--- src/rtl/key_gate_pkg.sv ---
package key_gate_pkg;

    typedef enum logic {
        SLOT_LOCKED,
        SLOT_OPEN
    } slot_st_t;

    typedef enum logic [1:0] {
        KICK_IDLE,
        KICK_HALF,
        KICK_OPEN,
        KICK_SHUT
    } kick_st_t;

endpackage

--- src/rtl/kgate_slot.sv ---
module kgate_slot
    import key_gate_pkg::*;
#(
    parameter int          DATA_W = 32,
    parameter int          WINDOW = 8,
    parameter logic [DATA_W-1:0] KEY = '1
) (
    input  logic              clk,
    input  logic              rst_n,
    input  logic              key_wr,
    input  logic [DATA_W-1:0] key_data,
    input  logic              prot_wr,
    output logic              is_open
);

    localparam int CNT_W = (WINDOW > 1) ? $clog2(WINDOW) : 1;
    localparam logic [CNT_W-1:0] CNT_LOAD = CNT_W'(WINDOW - 1);

    slot_st_t         st, st_nx;
    logic [CNT_W-1:0] cnt, cnt_nx;

    always_ff @(posedge clk or negedge rst_n) begin
        if (!rst_n) begin
            st  <= SLOT_LOCKED;
            cnt <= '0;
        end else begin
            st  <= st_nx;
            cnt <= cnt_nx;
        end
    end

    always_comb begin
        st_nx  = st;
        cnt_nx = cnt;
        unique case (st)
            SLOT_LOCKED: begin
                if (key_wr && key_data == KEY) begin
                    st_nx  = SLOT_OPEN;
                    cnt_nx = CNT_LOAD;
                end
            end
            SLOT_OPEN: begin
                if (key_wr) begin
                    if (key_data == KEY) begin
                        cnt_nx = CNT_LOAD;
                    end else begin
                        st_nx  = SLOT_LOCKED;
                        cnt_nx = '0;
                    end
                end else if (prot_wr || cnt == '0) begin
                    st_nx  = SLOT_LOCKED;
                    cnt_nx = '0;
                end else begin
                    cnt_nx = cnt - CNT_W'(1);
                end
            end
            default: begin
                st_nx  = SLOT_LOCKED;
                cnt_nx = '0;
            end
        endcase
    end

    always_comb begin
        is_open = (st == SLOT_OPEN);
    end

endmodule

--- src/rtl/kgate_kick.sv ---
module kgate_kick
    import key_gate_pkg::*;
#(
    parameter int          DATA_W = 32,
    parameter logic [DATA_W-1:0] KEY0 = '1,
    parameter logic [DATA_W-1:0] KEY1 = '1
) (
    input  logic              clk,
    input  logic              rst_n,
    input  logic              wr0,
    input  logic              wr1,
    input  logic [DATA_W-1:0] wdata,
    output logic              kick_open
);

    kick_st_t st, st_nx;
    logic     zero, k0, k1;

    always_ff @(posedge clk or negedge rst_n) begin
        if (!rst_n) st <= KICK_IDLE;
        else        st <= st_nx;
    end

    always_comb begin
        zero  = (wdata == '0);
        k0    = (wdata == KEY0);
        k1    = (wdata == KEY1);
        st_nx = st;
        unique case (st)
            KICK_IDLE: begin
                if (wr0 && k0) st_nx = KICK_HALF;
            end
            KICK_HALF: begin
                if (wr0)      st_nx = k0 ? KICK_HALF : KICK_IDLE;
                else if (wr1) st_nx = k1 ? KICK_OPEN : KICK_IDLE;
            end
            KICK_OPEN: begin
                if (wr0)      st_nx = zero ? KICK_SHUT : (k0 ? KICK_OPEN : KICK_IDLE);
                else if (wr1) st_nx = (zero || k1) ? KICK_OPEN : KICK_IDLE;
            end
            KICK_SHUT: begin
                if (wr0)      st_nx = k0 ? KICK_OPEN : (zero ? KICK_SHUT : KICK_IDLE);
                else if (wr1) st_nx = k1 ? KICK_SHUT : KICK_IDLE;
            end
            default: st_nx = KICK_IDLE;
        endcase
    end

    always_comb begin
        kick_open = (st == KICK_OPEN) || (st == KICK_SHUT);
    end

endmodule

--- src/rtl/key_write_gate.sv ---
module key_write_gate
    import key_gate_pkg::*;
#(
    parameter int ADDR_W = 8,
    parameter int DATA_W = 32,
    parameter int N_LOCK = 4,
    parameter int WINDOW = 8,
    parameter logic [N_LOCK*ADDR_W-1:0] TGT_MAP  = {8'h13, 8'h12, 8'h11, 8'h10},
    parameter logic [N_LOCK*ADDR_W-1:0] LOCK_MAP = {8'h23, 8'h22, 8'h21, 8'h20},
    parameter logic [N_LOCK*DATA_W-1:0] KEY_MAP  = {32'h7A3C_19E4, 32'h5E02_B6D1,
                                                    32'h2C9F_4A07, 32'h1B66_D3F8},
    parameter logic [ADDR_W-1:0] KICK0_ADDR = 8'h30,
    parameter logic [ADDR_W-1:0] KICK1_ADDR = 8'h31,
    parameter logic [ADDR_W-1:0] STAT_ADDR  = 8'h3F,
    parameter logic [ADDR_W-1:0] KRANGE_LO  = 8'h40,
    parameter logic [ADDR_W-1:0] KRANGE_HI  = 8'h4F,
    parameter logic [DATA_W-1:0] KICK0_KEY  = 32'h83E7_0B13,
    parameter logic [DATA_W-1:0] KICK1_KEY  = 32'h95A4_F1E0
) (
    input  logic              clk,
    input  logic              rst_n,
    input  logic              wr_en,
    input  logic [ADDR_W-1:0] addr,
    input  logic [DATA_W-1:0] wdata,
    output logic [DATA_W-1:0] rdata,
    output logic              tgt_we,
    output logic [ADDR_W-1:0] tgt_addr,
    output logic [DATA_W-1:0] tgt_wdata,
    input  logic [DATA_W-1:0] tgt_rdata
);

    localparam int KOPEN_BIT = N_LOCK;
    localparam int VIOL_BIT  = N_LOCK + 1;

    logic [N_LOCK-1:0] hit_tgt, hit_lock, slot_open;
    logic hit_k0, hit_k1, hit_stat;
    logic kick_open, violation;
    logic any_tgt, tgt_ok, in_kr, local_hit, guarded, pass;

    for (genvar i = 0; i < N_LOCK; i++) begin : g_slot
        assign hit_tgt[i]  = (addr == TGT_MAP[i*ADDR_W +: ADDR_W]);
        assign hit_lock[i] = (addr == LOCK_MAP[i*ADDR_W +: ADDR_W]);
        kgate_slot #(
            .DATA_W (DATA_W),
            .WINDOW (WINDOW),
            .KEY    (KEY_MAP[i*DATA_W +: DATA_W])
        ) u_slot (
            .clk      (clk),
            .rst_n    (rst_n),
            .key_wr   (wr_en && hit_lock[i]),
            .key_data (wdata),
            .prot_wr  (wr_en && hit_tgt[i]),
            .is_open  (slot_open[i])
        );
    end

    kgate_kick #(
        .DATA_W (DATA_W),
        .KEY0   (KICK0_KEY),
        .KEY1   (KICK1_KEY)
    ) u_kick (
        .clk       (clk),
        .rst_n     (rst_n),
        .wr0       (wr_en && hit_k0),
        .wr1       (wr_en && hit_k1),
        .wdata     (wdata),
        .kick_open (kick_open)
    );

    always_comb begin
        hit_k0    = (addr == KICK0_ADDR);
        hit_k1    = (addr == KICK1_ADDR);
        hit_stat  = (addr == STAT_ADDR);
        any_tgt   = |hit_tgt;
        tgt_ok    = |(hit_tgt & slot_open);
        in_kr     = (addr >= KRANGE_LO) && (addr <= KRANGE_HI);
        local_hit = (|hit_lock) || hit_k0 || hit_k1 || hit_stat;
        guarded   = any_tgt || in_kr;
        pass      = any_tgt ? tgt_ok : (in_kr ? kick_open : 1'b1);
    end

    always_ff @(posedge clk or negedge rst_n) begin
        if (!rst_n) begin
            violation <= 1'b0;
        end else if (wr_en && !local_hit && guarded && !pass) begin
            violation <= 1'b1;
        end else if (wr_en && hit_stat && wdata[VIOL_BIT]) begin
            violation <= 1'b0;
        end
    end

    always_comb begin
        tgt_we    = wr_en && !local_hit && pass;
        tgt_addr  = addr;
        tgt_wdata = wdata;
        rdata     = tgt_rdata;
        if (hit_stat) begin
            rdata                 = '0;
            rdata[N_LOCK-1:0]     = slot_open;
            rdata[KOPEN_BIT]      = kick_open;
            rdata[VIOL_BIT]       = violation;
        end else if (hit_k0 || hit_k1) begin
            rdata    = '0;
            rdata[0] = kick_open;
        end else begin
            for (int i = 0; i < N_LOCK; i++) begin
                if (hit_lock[i]) begin
                    rdata    = '0;
                    rdata[0] = slot_open[i];
                end
            end
        end
    end

endmodule

--- config.mk ---
export PLATFORM = sky130hd
export DESIGN_NAME = key_write_gate
export DESIGN_NICKNAME = d
export VERILOG_FILES = /design/src/rtl/key_gate_pkg.sv /design/src/rtl/kgate_slot.sv /design/src/rtl/kgate_kick.sv /design/src/rtl/key_write_gate.sv
export SDC_FILE = /design/constraint.sdc
export NUM_CORES = 1
export LEC_CHECK = 0
export ABC_AREA = 1
export CORE_MARGIN = 2
export CORE_UTILIZATION = 36
export CTS_CLUSTER_SIZE = 8
export DETAILED_ROUTE_END_ITERATION = 7
export PLACE_DENSITY = 0.77
export SYNTH_ARGS = -nofsm -noshare
export SYNTH_HDL_FRONTEND = slang
export SYNTH_SLANG_ARGS = --single-unit
--- constraint.sdc ---
create_clock -name clk -period 1.35 [get_ports clk]
set_input_delay 0.27 -clock clk [delete_from_list [all_inputs] [get_ports clk]]
set_output_delay 0.27 -clock clk [all_outputs]
set_load 0.005 [all_outputs]
# [Word level (Yosys, flattened, before mapping)]
# Cells that the tools add are included.
[totals] regBits=19 inputBits=75 output_inout_bits=73 wordCells=161
[op_classes] add_sub_neg=4 magnitude_cmp=2 n_eq_ne=28 muxes=66 bitwise=5 reduce_logical=46
[ops] op="$mux 32" count=6
[ops] op="$eq 32x31->1 const B" count=2
[ops] op="$eq 32x32->1 const B" count=2
[ops] op="$eq 8x6->1 const B" count=7
[ops] op="$mux 3" count=16
[ops] op="$eq 32x29->1 const B" count=1
[ops] op="$eq 32x30->1 const B" count=1
[ops] op="$eq 8x5->1 const B" count=4
[ops] op="$logic_not 32->1" count=1
[ops] op="$mux 2" count=14
[ops] op="$pmux 3 s2" count=4
[ops] op="$logic_and 1x1->1" count=22
[ops] op="$mux 1" count=21
[ops] op="$logic_not 3->1" count=4
[ops] op="$reduce_or 4->1" count=3
[ops] op="$sub 3x1->3 const B" count=4
[ops] op="$logic_or 1x1->1" count=11
[ops] op="$ne 2x1->1 const B" count=5
[ops] op="$ne 3x1->1 const B" count=3
[ops] op="$ge 8x7->1 const B" count=1
[ops] op="$le 8x7->1 const B" count=1
[ops] op="$pmux 1 s2" count=4
[ops] op="$pmux 2 s4" count=1
[ops] op="$and 4x4->4" count=1
[ops] op="other kinds (7)" count=12

# [Longest topological paths before layout]
[logic_depth] ltp_word=10 depth_mapped=11 ltp_nobuf=11

# [By module]
# Synthesis repeated with hierarchy kept, for this count alone.
[hier_totals] hier_cells=720 area_unflattened_um2=3734.8
[by_module_without_submodules] module="key_write_gate" n_inst=1 cells_per_inst=195 area_each_um2=1051.0 seq_area_each_um2=25.0
[by_module_without_submodules] module="kgate_kick" n_inst=1 cells_per_inst=173 area_each_um2=793.3 seq_area_each_um2=50.0
[by_module_without_submodules] module="kgate_slot (g_slot[1].u_slot)" n_inst=1 cells_per_inst=89 area_each_um2=478.0 seq_area_each_um2=100.1
[by_module_without_submodules] module="kgate_slot (g_slot[2].u_slot)" n_inst=1 cells_per_inst=89 area_each_um2=476.7 seq_area_each_um2=100.1
[by_module_without_submodules] module="kgate_slot (g_slot[0].u_slot)" n_inst=1 cells_per_inst=88 area_each_um2=469.2 seq_area_each_um2=100.1
[by_module_without_submodules] module="kgate_slot (g_slot[3].u_slot)" n_inst=1 cells_per_inst=86 area_each_um2=466.7 seq_area_each_um2=100.1

# [Worst setup path before layout]
# Ideal clock, no wire load.
[synth_timing] kind="input-to-output" from="input port addr[2]" to="output port rdata[13]" arrival_time_ns=1.194 t_required_ns=1.080 path_slack_ns=-0.114 stages=7 path_buffers=1 cell_sequence="nor2_1 > nand2_1 > nor2_1 > nor3_4 > inv_4 > buf_6 > nor2_1"
[synth_via] elab_chain_len=7 word_cells_on_any_way=14 classes_between="7 x eq/ne; 6 x mux; 1 x reduce/logical"
[synth_lines] element="start: declaration" line="key_write_gate.sv:23" rtl="input logic [ADDR_W-1:0] addr,"
[synth_lines] element="$eq 8x6->1" line="key_write_gate.sv:42" rtl="assign hit_lock[i] = (addr == LOCK_MAP[i*ADDR_W +: ADDR_W]);"
[synth_lines] element="$mux 32 (4 in a row)" line="key_write_gate.sv:107" rtl="if (hit_lock[i]) begin"
[synth_lines] element="$mux 32" line="key_write_gate.sv:102" rtl="end else if (hit_k0 || hit_k1) begin"
[synth_lines] element="$mux 32 *" line="key_write_gate.sv:97" rtl="if (hit_stat) begin"
[synth_lines] element="end: declaration" line="key_write_gate.sv:25" rtl="output logic [DATA_W-1:0] rdata,"
# Mark *: on every way between the ends. The rest lies on a longest branch, timed or not.

# [Worst setup path in the final report]
[layout_timing] from="input port addr[1]" to="output port rdata[0]"
# The elaborated chain is that of the path after synthesis.

==> impl_results.md <==
* # DRC at 0
* Port Buf Inserts at 147
* Failing checks: setup timing
* CTS tree: done
* Final worst-path setup slack at -0.492 ns
* Final WL at 11900 µm
* I/O pins at 148
* Final hold violation count at 0
* H-Tree Level Count at 1
* Unrepaired setup endpoints after global routing: true
* CP arrival at 1.57 ns
* Pin count of the biggest net entering global routing at 20
* Design area at 0.00523 mm²
* Placement Cell Area at 0.00450 mm²
* Critical path required time at 1.08 ns
* Slowest cell on crit path: o21ai_0
* Clock skew at 0.00127 ns
* Core Util, Final at 72.8%
* Startpoint types: primary input
* Crit path capture type: output port
* Final clock period utilization by the worst path at 136%
* Cells after synthesis at 456
* Initial antenna violation count at 3
* Post-Synth XOR/XNOR Area at 1.32%
* Clock tree buffer depth at 2
* Yosys reg bits at 19
* Num CTS Buffers at 3
* Avg Vias per Cell at 4.92
* Yosys warns at 0
* Slew Limit Headroom at 75.9%
* Most common cell in the synthesized netlist: nand2_1
* Top cells by area, synth: dfrtp_1 18%, nand2_1 14%, nor2_1 13%
* Post-synth ARST share at 100%
* Post-route ant nets at 0
* Synth top area share at 18.0%
* Pwr/cell area at 374 mW/mm²
* First-pass GRT wire length at 17800 µm
* VDD IR max at 0.525 mV
* Worst r2r src: g_slot[1].u_slot.cnt[0]
* Nets at 757
* Final min period at 1.84 ns
* Critical path peak fanout at 5
* Crit-path most repeated cell: nand3_1
* Synth Area in Compound Gates at 7.76%
* Avg WL per Cell at 15.4 µm
* Clk_lat worst skew at 0.26 ns
* Root buf cell: clkbuf_8
* Row Count at 31
* Critical path origin: addr[1]
* Lkg Pwr at 2.59 nW
* Seq/Total Area, Yosys at 18.0%
* Post-Syn Nets at 539
* Largest family of logic cells by synthesized area: simple AND/OR/NAND/NOR gates
* Top post-synthesis cells by count: 97 x nand2_1, 91 x nor2_1, 88 x inv_1, 40 x buf_4, 28 x nand3_1
* Area share of fa/ha/maj cells after synthesis at 3.78%
* Final TNS setup at -15.24 ns
* Multiplexer share of the synthesized area at 0%
* WS Path Type: primary input to output port
* Worst reg-to-reg path cell count at 7
* CP peak stage delay at 0.26 ns
* Initial Util at 36.9%
* Number of distinct library cells after synthesis at 34
* Vias in the first global route at 3712
* Min Hold Slack at 0.344 ns
* Initial DRC count at 217
* Synth-to-layout area growth at 97.6%
* Worst slew pin tran at 0.357 ns
* Post-synth top area cell: dfrtp_1
* Max-cap viol count at 0
* DP Wirelength at 8530 µm
* Die Wd at 89.7 µm
* Drt first pass iters at 5
* Die ar. at 0.00805 mm²
* Total Routing Usage GR at 26.6%
* Share of post-route cells with drive strength above 1 at 51.3%
* Die Height at 89.7 µm
* Ys flop type: dfrtp_1
* Finish-stage setup viols at 46
* Post-Synth Simple-Gate Area at 43.5%
* Outcome: finished with violations
* Reg clk slew, reported paths at 0.08 ns
* Peak Freq at 543 MHz
* Post-synth EDFFs at 0
* Total global routing overflow at 0
* CTS Sinks at 19
* Gpl congestion at 0.936
* Via Count at 3810
* Syn Area/Cell at 5.80 µm²
* Post-synthesis cell area at 0.00265 mm²
* Hold-fix buffers, CTS at 0
* HP Class: primary input to async pin
* Core Area at 0.00718 mm²
* Cell Chain, Critical Path: buf_2 > buf_6 > inv_6 > nand3_1 > o21ai_0 > nand3_1 > nand3_1 > nand2_1 > nand2_1 > a21oi_2 > buf_2
* Final Max Tran Viols at 0
[area by class of cell]
type | instances | area, µm²
multi-input combinational | 301 | 2090
timing repair buffer | 253 | 2050
fill | 552 | 1950
sequential | 19 | 475
inverter | 93 | 383
tap | 99 | 124
timing repair inverter | 3 | 48.8
clock buffer | 3 | 41.3
clock inverter | 1 | 7.51
antenna | 3 | 7.51
[worst paths after layout]
path / end / slack (ns)
worst min-delay path: violation / 0.34
worst min register to register: g_slot[0].u_slot.cnt[0] / 0.53
worst max register to register: g_slot[1].u_slot.cnt[1] / 0.02
min in group clk: violation / 0.44
worst max-delay path: rdata[0] / -0.49
max in group asynchronous: g_slot[2].u_slot.is_open / 0.79
[worst max-delay path, delay by kind of cell]
| kind | cells | cell delay, ns |
|---|---|---|
| buf+inv | 4 | 0.46 |
| simple gates | 5 | 0.52 |
| compound gates | 2 | 0.32 |
[metal layers]
layer / vias to the layer above / GRT usage (%) / part of all wire (%)
li1: 1831 / - / -
met1: 1742 / 30.5 / 37
met2: 197 / 48.9 / 51
met3: 40 / 6.12 / 8.0
met4: 0 / 8.72 / 4.0
met5: - / 0 / 0
[power breakdown]
part / internal [mW] / leakage [nW] / switching, mW
registers: 0.574 / 0.199 / 0.00507
logic: 0.504 / 2.37 / 0.448
clock network: 0.209 / 0.0217 / 0.217
[sequential cells by signal (all words and copies together) (netlist names)]
register and count:
g_slot.u_slot.cnt 12, g_slot.u_slot.is_open 4, u_kick.st 2, violation 1
[logic make-up (layout without fill, tap and decap cells)]
family / after synthesis / in the layout
fa+ha+maj: 8 / 8
flops: 19 / 19
other cells: 0 / 3
buf+inv: 136 / 353
xor+xnor: 4 / 4
simple gates: 257 / 257
compound gates: 32 / 32
[timing repair]
action                                  4_1_cts  5_1_grt
pin swaps                                    49       65
buffers inserted                             14       18
endpoints found under the setup margin       92       66
gates cloned                                  3        0
resized for setup                           344      167
[cell usage in the layout, fill, tap and decap left out, types with 4 or more instances in the layout]
| master | n |
|---|---|
| inv_2 | 17 |
| nand3_2 | 9 |
| nand3_4 | 7 |
| clkdlybuf4s50_1 | 62 |
| nand2_4 | 4 |
| nand3_1 | 15 |
| nor2_2 | 38 |
| o211ai_1 | 10 |
| nor2_4 | 27 |
| nand2_1 | 69 |
| o21ai_2 | 6 |
| clkdlybuf4s15_2 | 4 |
| nor4_2 | 5 |
| o21ai_1 | 4 |
| inv_1 | 68 |
| buf_6 | 24 |
| dfrtp_1 | 19 |
| ha_1 | 7 |
| nor2_1 | 32 |
| nor3_2 | 4 |
| dlygate4sd2_1 | 9 |
| nand2_2 | 25 |
| buf_2 | 41 |
| clkbuf_2 | 22 |
| buf_4 | 86 |
| nand4_1 | 12 |
[metrics by stage]
stage	setup slack (ns)	std cells	power, mW
finish	-0.492	775	1.96
global route	-0.525	775	2.04
CTS	-0.522	756	1.86
detailed placement	-1.26	736	1.46
global placement	-1.29	736	1.45
floorplan	-0.0905	456	0.875
Power figures use the tool's default switching activity.
